==> src/rtl/txd_pkg.sv <==
package txd_pkg;

    localparam int CODE_W       = 8;
    localparam int SUPPRESS_BIT = 0;

    typedef enum logic [1:0] {
        ST_SCAN     = 2'd0,
        ST_GET_CHAR = 2'd1,
        ST_GET_CTRL = 2'd2,
        ST_ISSUE    = 2'd3
    } svc_state_e;

    typedef enum logic {
        FLD_PTR  = 1'b0,
        FLD_LEFT = 1'b1
    } line_field_e;

    typedef struct packed {
        logic [CODE_W-1:0] code;
        logic              suppress;
    } svc_word_t;

    function automatic int wrap_next(input int cur, input int n);
        return (cur + 1 >= n) ? 0 : cur + 1;
    endfunction

    function automatic int index_width(input int n);
        return (n > 1) ? $clog2(n) : 1;
    endfunction

endpackage

==> src/rtl/txd_line_ram.sv <==
module txd_line_ram
    import txd_pkg::*;
#(
    parameter int N_LINES = 16,
    parameter int ADDR_W  = 16,
    parameter int LINE_W  = 4
) (
    input  logic               clk,
    input  logic               rst,
    input  logic               wr_en,
    input  logic [LINE_W-1:0]  wr_line,
    input  line_field_e        wr_field,
    input  logic [ADDR_W-1:0]  wr_data,
    input  logic               adv_en,
    input  logic [LINE_W-1:0]  adv_line,
    input  logic [LINE_W-1:0]  rd_line,
    output logic [ADDR_W-1:0]  rd_ptr,
    output logic [N_LINES-1:0] live,
    output logic [N_LINES-1:0] done
);

    logic [ADDR_W-1:0] ptr_all [N_LINES];

    for (genvar i = 0; i < N_LINES; i++) begin : g_line
        logic              wr_hit;
        logic              adv_hit;
        logic [ADDR_W-1:0] ptr_r;
        logic [ADDR_W-1:0] left_r;
        logic              done_r;

        assign wr_hit  = wr_en  && (wr_line  == LINE_W'(i));
        assign adv_hit = adv_en && (adv_line == LINE_W'(i));

        always_ff @(posedge clk) begin
            if (rst) begin
                ptr_r  <= '0;
                left_r <= '0;
                done_r <= 1'b0;
            end else begin
                if (wr_hit && wr_field == FLD_PTR) begin
                    ptr_r <= wr_data;
                end else if (adv_hit) begin
                    ptr_r <= ptr_r + 1'b1;
                end

                if (wr_hit && wr_field == FLD_LEFT) begin
                    left_r <= wr_data;
                    done_r <= 1'b0;
                end else if (adv_hit && left_r != '0) begin
                    left_r <= left_r - 1'b1;
                    if (left_r == ADDR_W'(1)) begin
                        done_r <= 1'b1;
                    end
                end
            end
        end

        assign ptr_all[i] = ptr_r;
        assign live[i]    = (left_r != '0);
        assign done[i]    = done_r;
    end

    assign rd_ptr = ptr_all[rd_line];

    AST_DONE_MEANS_EMPTY: assert property (@(posedge clk) disable iff (rst)
        (done & live) == '0);

    AST_COUNT_WRITE_CLEARS: assert property (@(posedge clk) disable iff (rst)
        (wr_en && wr_field == FLD_LEFT) |=> !done[$past(wr_line)]);

endmodule

==> src/rtl/txd_rr_pick.sv <==
module txd_rr_pick
    import txd_pkg::*;
#(
    parameter int N_LINES = 16,
    parameter int LINE_W  = 4
) (
    input  logic               clk,
    input  logic               rst,
    input  logic [N_LINES-1:0] req,
    input  logic [LINE_W-1:0]  start,
    output logic               found,
    output logic [LINE_W-1:0]  pick
);

    always_comb begin
        found = 1'b0;
        pick  = '0;
        for (int k = 0; k < N_LINES; k++) begin
            int idx;
            idx = int'(start) + k;
            if (idx >= N_LINES) begin
                idx = idx - N_LINES;
            end
            if (!found && req[idx]) begin
                found = 1'b1;
                pick  = LINE_W'(idx);
            end
        end
    end

    AST_PICK_ELIGIBLE: assert property (@(posedge clk) disable iff (rst)
        found |-> req[pick]);

    AST_PICK_START_FIRST: assert property (@(posedge clk) disable iff (rst)
        req[start] |-> (found && pick == start));

    AST_PICK_NONE: assert property (@(posedge clk) disable iff (rst)
        !found |-> (req == '0));

endmodule

==> src/rtl/txd_svc_seq.sv <==
module txd_svc_seq
    import txd_pkg::*;
#(
    parameter int              N_LINES   = 16,
    parameter int              ADDR_W    = 16,
    parameter int              LINE_W    = 4,
    parameter logic [ADDR_W-1:0] CTRL_BASE = 'hFF00
) (
    input  logic              clk,
    input  logic              rst,
    input  logic              pick_found,
    input  logic [LINE_W-1:0] pick_line,
    output logic [LINE_W-1:0] scan_start,
    output logic [LINE_W-1:0] cur_line,
    input  logic [ADDR_W-1:0] cur_ptr,
    output logic              mem_req,
    output logic [ADDR_W-1:0] mem_addr,
    input  logic              mem_gnt,
    input  logic [CODE_W-1:0] mem_rdata,
    output logic              adv_en,
    output logic              load_en,
    output logic [CODE_W-1:0] load_code
);

    localparam int PAD_W = ADDR_W - CODE_W;

    svc_state_e        state_q;
    logic [LINE_W-1:0] line_q;
    logic [LINE_W-1:0] start_q;
    svc_word_t         word_q;
    logic [ADDR_W-1:0] ctrl_addr;

    assign ctrl_addr = CTRL_BASE + {{PAD_W{1'b0}}, word_q.code};

    always_ff @(posedge clk) begin
        if (rst) begin
            state_q <= ST_SCAN;
            line_q  <= '0;
            start_q <= '0;
            word_q  <= '0;
        end else begin
            case (state_q)
                ST_SCAN: begin
                    if (pick_found) begin
                        line_q  <= pick_line;
                        state_q <= ST_GET_CHAR;
                    end
                end
                ST_GET_CHAR: begin
                    if (mem_gnt) begin
                        word_q.code <= mem_rdata;
                        state_q     <= ST_GET_CTRL;
                    end
                end
                ST_GET_CTRL: begin
                    if (mem_gnt) begin
                        word_q.suppress <= mem_rdata[SUPPRESS_BIT];
                        state_q         <= ST_ISSUE;
                    end
                end
                ST_ISSUE: begin
                    start_q <= LINE_W'(wrap_next(int'(line_q), N_LINES));
                    state_q <= ST_SCAN;
                end
                default: state_q <= ST_SCAN;
            endcase
        end
    end

    always_comb begin
        mem_req  = (state_q == ST_GET_CHAR) || (state_q == ST_GET_CTRL);
        mem_addr = (state_q == ST_GET_CTRL) ? ctrl_addr : cur_ptr;
    end

    assign scan_start = start_q;
    assign cur_line   = line_q;
    assign adv_en     = (state_q == ST_ISSUE);
    assign load_en    = (state_q == ST_ISSUE) && !word_q.suppress;
    assign load_code  = word_q.code;

    AST_REQ_HOLD: assert property (@(posedge clk) disable iff (rst)
        (mem_req && !mem_gnt) |=> (mem_req && $stable(mem_addr)));

    AST_CTRL_ADDR: assert property (@(posedge clk) disable iff (rst)
        (state_q == ST_GET_CHAR && mem_gnt) |=>
            (mem_req && mem_addr == CTRL_BASE + {{PAD_W{1'b0}}, $past(mem_rdata)}));

    AST_ADVANCE_ONCE: assert property (@(posedge clk) disable iff (rst)
        adv_en |=> !adv_en);

endmodule

==> src/rtl/txd_dispatch.sv <==
module txd_dispatch
    import txd_pkg::*;
#(
    parameter int                N_LINES   = 16,
    parameter int                ADDR_W    = 16,
    parameter logic [ADDR_W-1:0] CTRL_BASE = 'hFF00,
    localparam int               LINE_W    = index_width(N_LINES)
) (
    input  logic               clk,
    input  logic               rst,
    input  logic [N_LINES-1:0] tx_ready,
    output logic [N_LINES-1:0] tx_load,
    output logic [CODE_W-1:0]  tx_char,
    output logic               mem_req,
    output logic [ADDR_W-1:0]  mem_addr,
    input  logic               mem_gnt,
    input  logic [CODE_W-1:0]  mem_rdata,
    input  logic               host_we,
    input  logic [LINE_W-1:0]  host_line,
    input  logic               host_field,
    input  logic [ADDR_W-1:0]  host_wdata,
    output logic [N_LINES-1:0] line_done
);

    logic [N_LINES-1:0] live;
    logic [N_LINES-1:0] eligible;
    logic               pick_found;
    logic [LINE_W-1:0]  pick_line;
    logic [LINE_W-1:0]  scan_start;
    logic [LINE_W-1:0]  cur_line;
    logic [ADDR_W-1:0]  cur_ptr;
    logic               adv_en;
    logic               load_en;
    line_field_e        wr_field;

    assign eligible = tx_ready & live;
    assign wr_field = line_field_e'(host_field);

    txd_line_ram #(
        .N_LINES (N_LINES),
        .ADDR_W  (ADDR_W),
        .LINE_W  (LINE_W)
    ) u_ram (
        .clk      (clk),
        .rst      (rst),
        .wr_en    (host_we),
        .wr_line  (host_line),
        .wr_field (wr_field),
        .wr_data  (host_wdata),
        .adv_en   (adv_en),
        .adv_line (cur_line),
        .rd_line  (cur_line),
        .rd_ptr   (cur_ptr),
        .live     (live),
        .done     (line_done)
    );

    txd_rr_pick #(
        .N_LINES (N_LINES),
        .LINE_W  (LINE_W)
    ) u_pick (
        .clk   (clk),
        .rst   (rst),
        .req   (eligible),
        .start (scan_start),
        .found (pick_found),
        .pick  (pick_line)
    );

    txd_svc_seq #(
        .N_LINES   (N_LINES),
        .ADDR_W    (ADDR_W),
        .LINE_W    (LINE_W),
        .CTRL_BASE (CTRL_BASE)
    ) u_seq (
        .clk        (clk),
        .rst        (rst),
        .pick_found (pick_found),
        .pick_line  (pick_line),
        .scan_start (scan_start),
        .cur_line   (cur_line),
        .cur_ptr    (cur_ptr),
        .mem_req    (mem_req),
        .mem_addr   (mem_addr),
        .mem_gnt    (mem_gnt),
        .mem_rdata  (mem_rdata),
        .adv_en     (adv_en),
        .load_en    (load_en),
        .load_code  (tx_char)
    );

    for (genvar i = 0; i < N_LINES; i++) begin : g_strobe
        assign tx_load[i] = load_en && (cur_line == LINE_W'(i));
    end

    AST_LOAD_ONEHOT: assert property (@(posedge clk) disable iff (rst)
        $onehot0(tx_load));

    AST_LOAD_PULSE: assert property (@(posedge clk) disable iff (rst)
        (tx_load != '0) |=> (tx_load == '0));

    AST_NO_LOAD_FINISHED: assert property (@(posedge clk) disable iff (rst)
        (tx_load & line_done) == '0);

endmodule

==> config.mk <==
export PLATFORM = sky130hd
export DESIGN_NAME = txd_dispatch
export DESIGN_NICKNAME = d
export VERILOG_FILES = /design/src/rtl/txd_pkg.sv /design/src/rtl/txd_line_ram.sv /design/src/rtl/txd_rr_pick.sv /design/src/rtl/txd_svc_seq.sv /design/src/rtl/txd_dispatch.sv
export SDC_FILE = /design/constraint.sdc
export NUM_CORES = 2
export LEC_CHECK = 0
export ABC_AREA = 0
export BUFFER_PORTS_ARGS = -buffer_cell sky130_fd_sc_hd__buf_2
export CORE_MARGIN = 2
export CORE_UTILIZATION = 58
export CTS_BUF_LIST = sky130_fd_sc_hd__clkbuf_4 sky130_fd_sc_hd__clkbuf_8 sky130_fd_sc_hd__clkbuf_16
export CTS_CLUSTER_DIAMETER = 80
export DETAILED_ROUTE_END_ITERATION = 8
export MAX_ROUTING_LAYER = met4
export PLACE_DENSITY = 0.75
export SYNTH_ARGS = -nofsm -noshare
export SYNTH_HDL_FRONTEND = slang
export SYNTH_HIERARCHICAL = 1
export SYNTH_SLANG_ARGS = --single-unit
==> constraint.sdc <==
create_clock -name clk -period 4.39 [get_ports clk]
set_clock_uncertainty 0.05 [all_clocks]
set_input_delay 1.317 -clock clk [delete_from_list [all_inputs] [get_ports clk]]
set_output_delay 1.317 -clock clk [all_outputs]
set_load 0.01 [all_outputs]
==> qor.yml <==
crit_path_frequent_cell: "or4_4"
dp_hpwl_um: 73300
cp.required_ns: 4.90
initialDrtViolationCount: 3625
synth_edf_count: 0
fmax_mhz: 214
cap_violations: 0
ys.flop_type: "dfxtp_1"
max_stage_delay_ns: 0.53
syn_area_mm2: 0.0346
cts.sinks: 547
slew_headroom: 0.190
clkTransAtPathRegs_ns: 0.06
grt_max_degree: 161
firstDrtPassIters: 6
wl_per_cell_um: 21.8
grt_pass1_vias: 29500
worst_slew_pin_slew_ns: 1.21
die_y_um: 248
areaGrowthSynthToFinish_pct: 13.0
cts_buffers: 57
synthArstFlopShare: 0
p_per_area_mw_per_mm2: 358
fin_crit_sh: 1.06
drv_slew: 0
holdWs_ns: 0.416
finalHoldViolations: 0
grt-ovfl-total: 0
holdCritPathClass: "register to register"
layout-drive-gt1-share: 0.162
fin_ws_ns: -0.279
rsz0062_at_grt: "true"
antenna_left: 0
yosysWarnings: 6
viasPerCell: 6.50
period_minus_slack_ns: 4.67
grtUsageTotal: 0.359
start_kind: "register"
dieArea_mm2: 0.0616
clock_path_buffers: 3
ys_ff_latch: 547
synthDistinctLibCells: 95
antenna_found_initial: 12
core_area_mm2: 0.0590
final_util: 0.662
cp_cell_sequence: "or4_4 -> or4_4 -> or3_4 -> and2_4 -> mux4_2 -> mux2_4 -> a221oi_4 -> nand4b_1 -> nor4_4 -> nand3_2 -> or4_4 -> buf_4 -> a22oi_2 -> nand3_1 -> a21oi_2"
ios: 106
crit_arrival_ns: 5.18
port_buffers: 105
seq_area_frac_synth: 0.316
drt-total-wl_um: 110000
vias: 32900
start_util: 0.586
synthCells: 4131
syn_nets: 4241
finalSetupViolCount: 6
fin_nets: 4341
outcome: "complete, but fails checks"
rows: 89
peakVddDrop_v: 0.000434
p_leak_nw: 13.7
cts_hold_buf: 0
end_kind: "register"
tritoncts: "yes"
clock_latency_ns: 0.64
critPathSlowestCell: "or4_4"
timing.setup.tns_ns: -1.09
violations: "setup timing"
cp_max_fo: 4
fill_cells: 4864
cts_root_buf: "clkbuf_16"
grt_pass1_wl_um: 169000
htree_levels: 2
globalplace.congestion: 0.965
dieWidth_um: 248
syn_avg_cell_area_um2: 8.38
drc: 0
worstSetupPathType: "register to register"
## sequential cells by signal (all words and copies together), names as in the netlist
name                 flops
u_ram/g_line.left_r    256
u_ram/g_line.ptr_r     256
u_ram/g_line.done_r     16
u_seq/load_code          8
u_seq/cur_line           4
u_seq/scan_start         4
u_seq/state_q            2
u_seq/word_q             1
## cell usage after synthesis (all sizes together), types with 8 or more instances
library cell	number	area (um2)
nor2	681	2560
dfxtp	547	11000
a211oi	467	3510
xnor2	263	2300
clkbuf	259	972
nand2	222	833
xor2	182	1590
nand3	181	923
nor3	156	786
nor4	111	807
mux4	99	2230
inv	93	349
nand4	91	569
ha	61	763
buf	60	382
or4	50	387
or3	44	277
mux2i	41	427
a21oi	40	204
o21ai	39	195
a311oi	36	315
and4	36	315
or2	36	228
and2	35	219
and3	34	213
mux2	28	315
nand3b	20	150
nand4b	19	166
nor3b	17	133
a2111oi	16	146
a31oi	15	93.8
nor2b	13	81.3
or3b	13	116
nand2b	11	71.3
nor4b	11	111
o22ai	11	68.8
a41oi	9	78.8
a21boi	8	60.1
o2111ai	8	70.1
## report_power, final
| group | switching (mW) | total, mW | internal [mW] | leakage [nW] |
|---|---|---|---|---|
| registers | 0.171 | 5.24 | 5.07 | 4.42 |
| logic | 1.88 | 3.22 | 1.34 | 8.17 |
| clock network | 2.17 | 5.52 | 3.35 | 1.07 |
## path summary, 6_finish.rpt
path / start / to / slack [ns] / depth (start not counted)
max: u_ram/g_line[2].left_r[8] / u_seq/cur_line[3] / -0.28 / 15
max reg2reg: u_ram/g_line[2].left_r[8] / u_seq/cur_line[3] / -0.28 / 15
min: u_ram/g_line[3].done_r / u_ram/g_line[3].done_r / 0.42 / 2
min reg2reg: u_ram/g_line[3].done_r / u_ram/g_line[3].done_r / 0.42 / 2
## layout by cell type, fill, tap and decap left out, types with 42 or more instances in the layout
cell type	n
a211oi_1	465
buf_2	104
buf_4	244
clkbuf_16	58
dfxtp_1	543
ha_1	60
inv_1	89
mux4_2	99
nand2_1	222
nand3_1	177
nand4_1	91
nor2_1	679
nor3_1	155
nor4_1	98
or3_1	42
or4_1	44
xnor2_1	263
xor2_1	182
## through the flow
stage	cells	worst slack, ns	instance area (um2)	total power, mW
finish	5060	-0.279	39100	14.0
global route	5058	-0.363	39100	14.4
CTS	5046	-0.190	39000	13.9
detailed placement	4929	-0.318	36600	8.30
global placement	4929	-0.266	36600	8.29
floorplan	4131	-0.247	34600	7.24
## area by class of cell
| cell class | count | area, um2 | area share |
|---|---|---|---|
| Clock buffer | 79 | 1700 | 0.0434 |
| Timing Repair Buffer | 360 | 2570 | 0.0657 |
| Tap cell | 773 | 967 | 0.0247 |
| Inverter | 93 | 349 | 0.00893 |
| Sequential cell | 547 | 11000 | 0.280 |
| Clock inverter | 27 | 447 | 0.0114 |
| Multi-Input combinational cell | 3172 | 22100 | 0.565 |
| Antenna cell | 9 | 22.5 | 0.000576 |
## cell families (layout without fill, tap and decap cells)
family,count (synthesis),after routing,share of synthesized area
DFF,547,547,0.316
AOI/OAI and AO/OA,703,703,0.151
buffers and inverters,412,559,0.0492
other,0,9,0
adders and majority gates,61,61,0.0221
and+or+nand+nor,1795,1795,0.262
muxes,168,168,0.0859
xor gates and xnor gates,445,445,0.113
## routing by layer
layer,vias up,part of all wire,global-route usage
met4,0,0.040,0.144
met1,15700,0.42,0.484
met2,1551,0.45,0.546
li1,15400,-,-
met5,-,0,-
met3,269,0.096,0.0496
## worst max-delay path: cells and delay by family, from the launching register on
family / cells / cell delay, ns
buf+inv: 1 / 0.15
mux: 2 / 0.78
compound gates: 3 / 0.57
simple gates: 9 / 2.71
flops: 1 / 0.32
## timing repair
item                                    in CTS  in global routing
endpoints found under the setup margin      22                 16
buffers inserted                            11                  5
endpoints found under the hold margin        0                  0
pin swaps                                   13                  7
gates cloned                                 0                  0
gates resized for setup                     22                  8
Power figures use the tool's default switching activity.
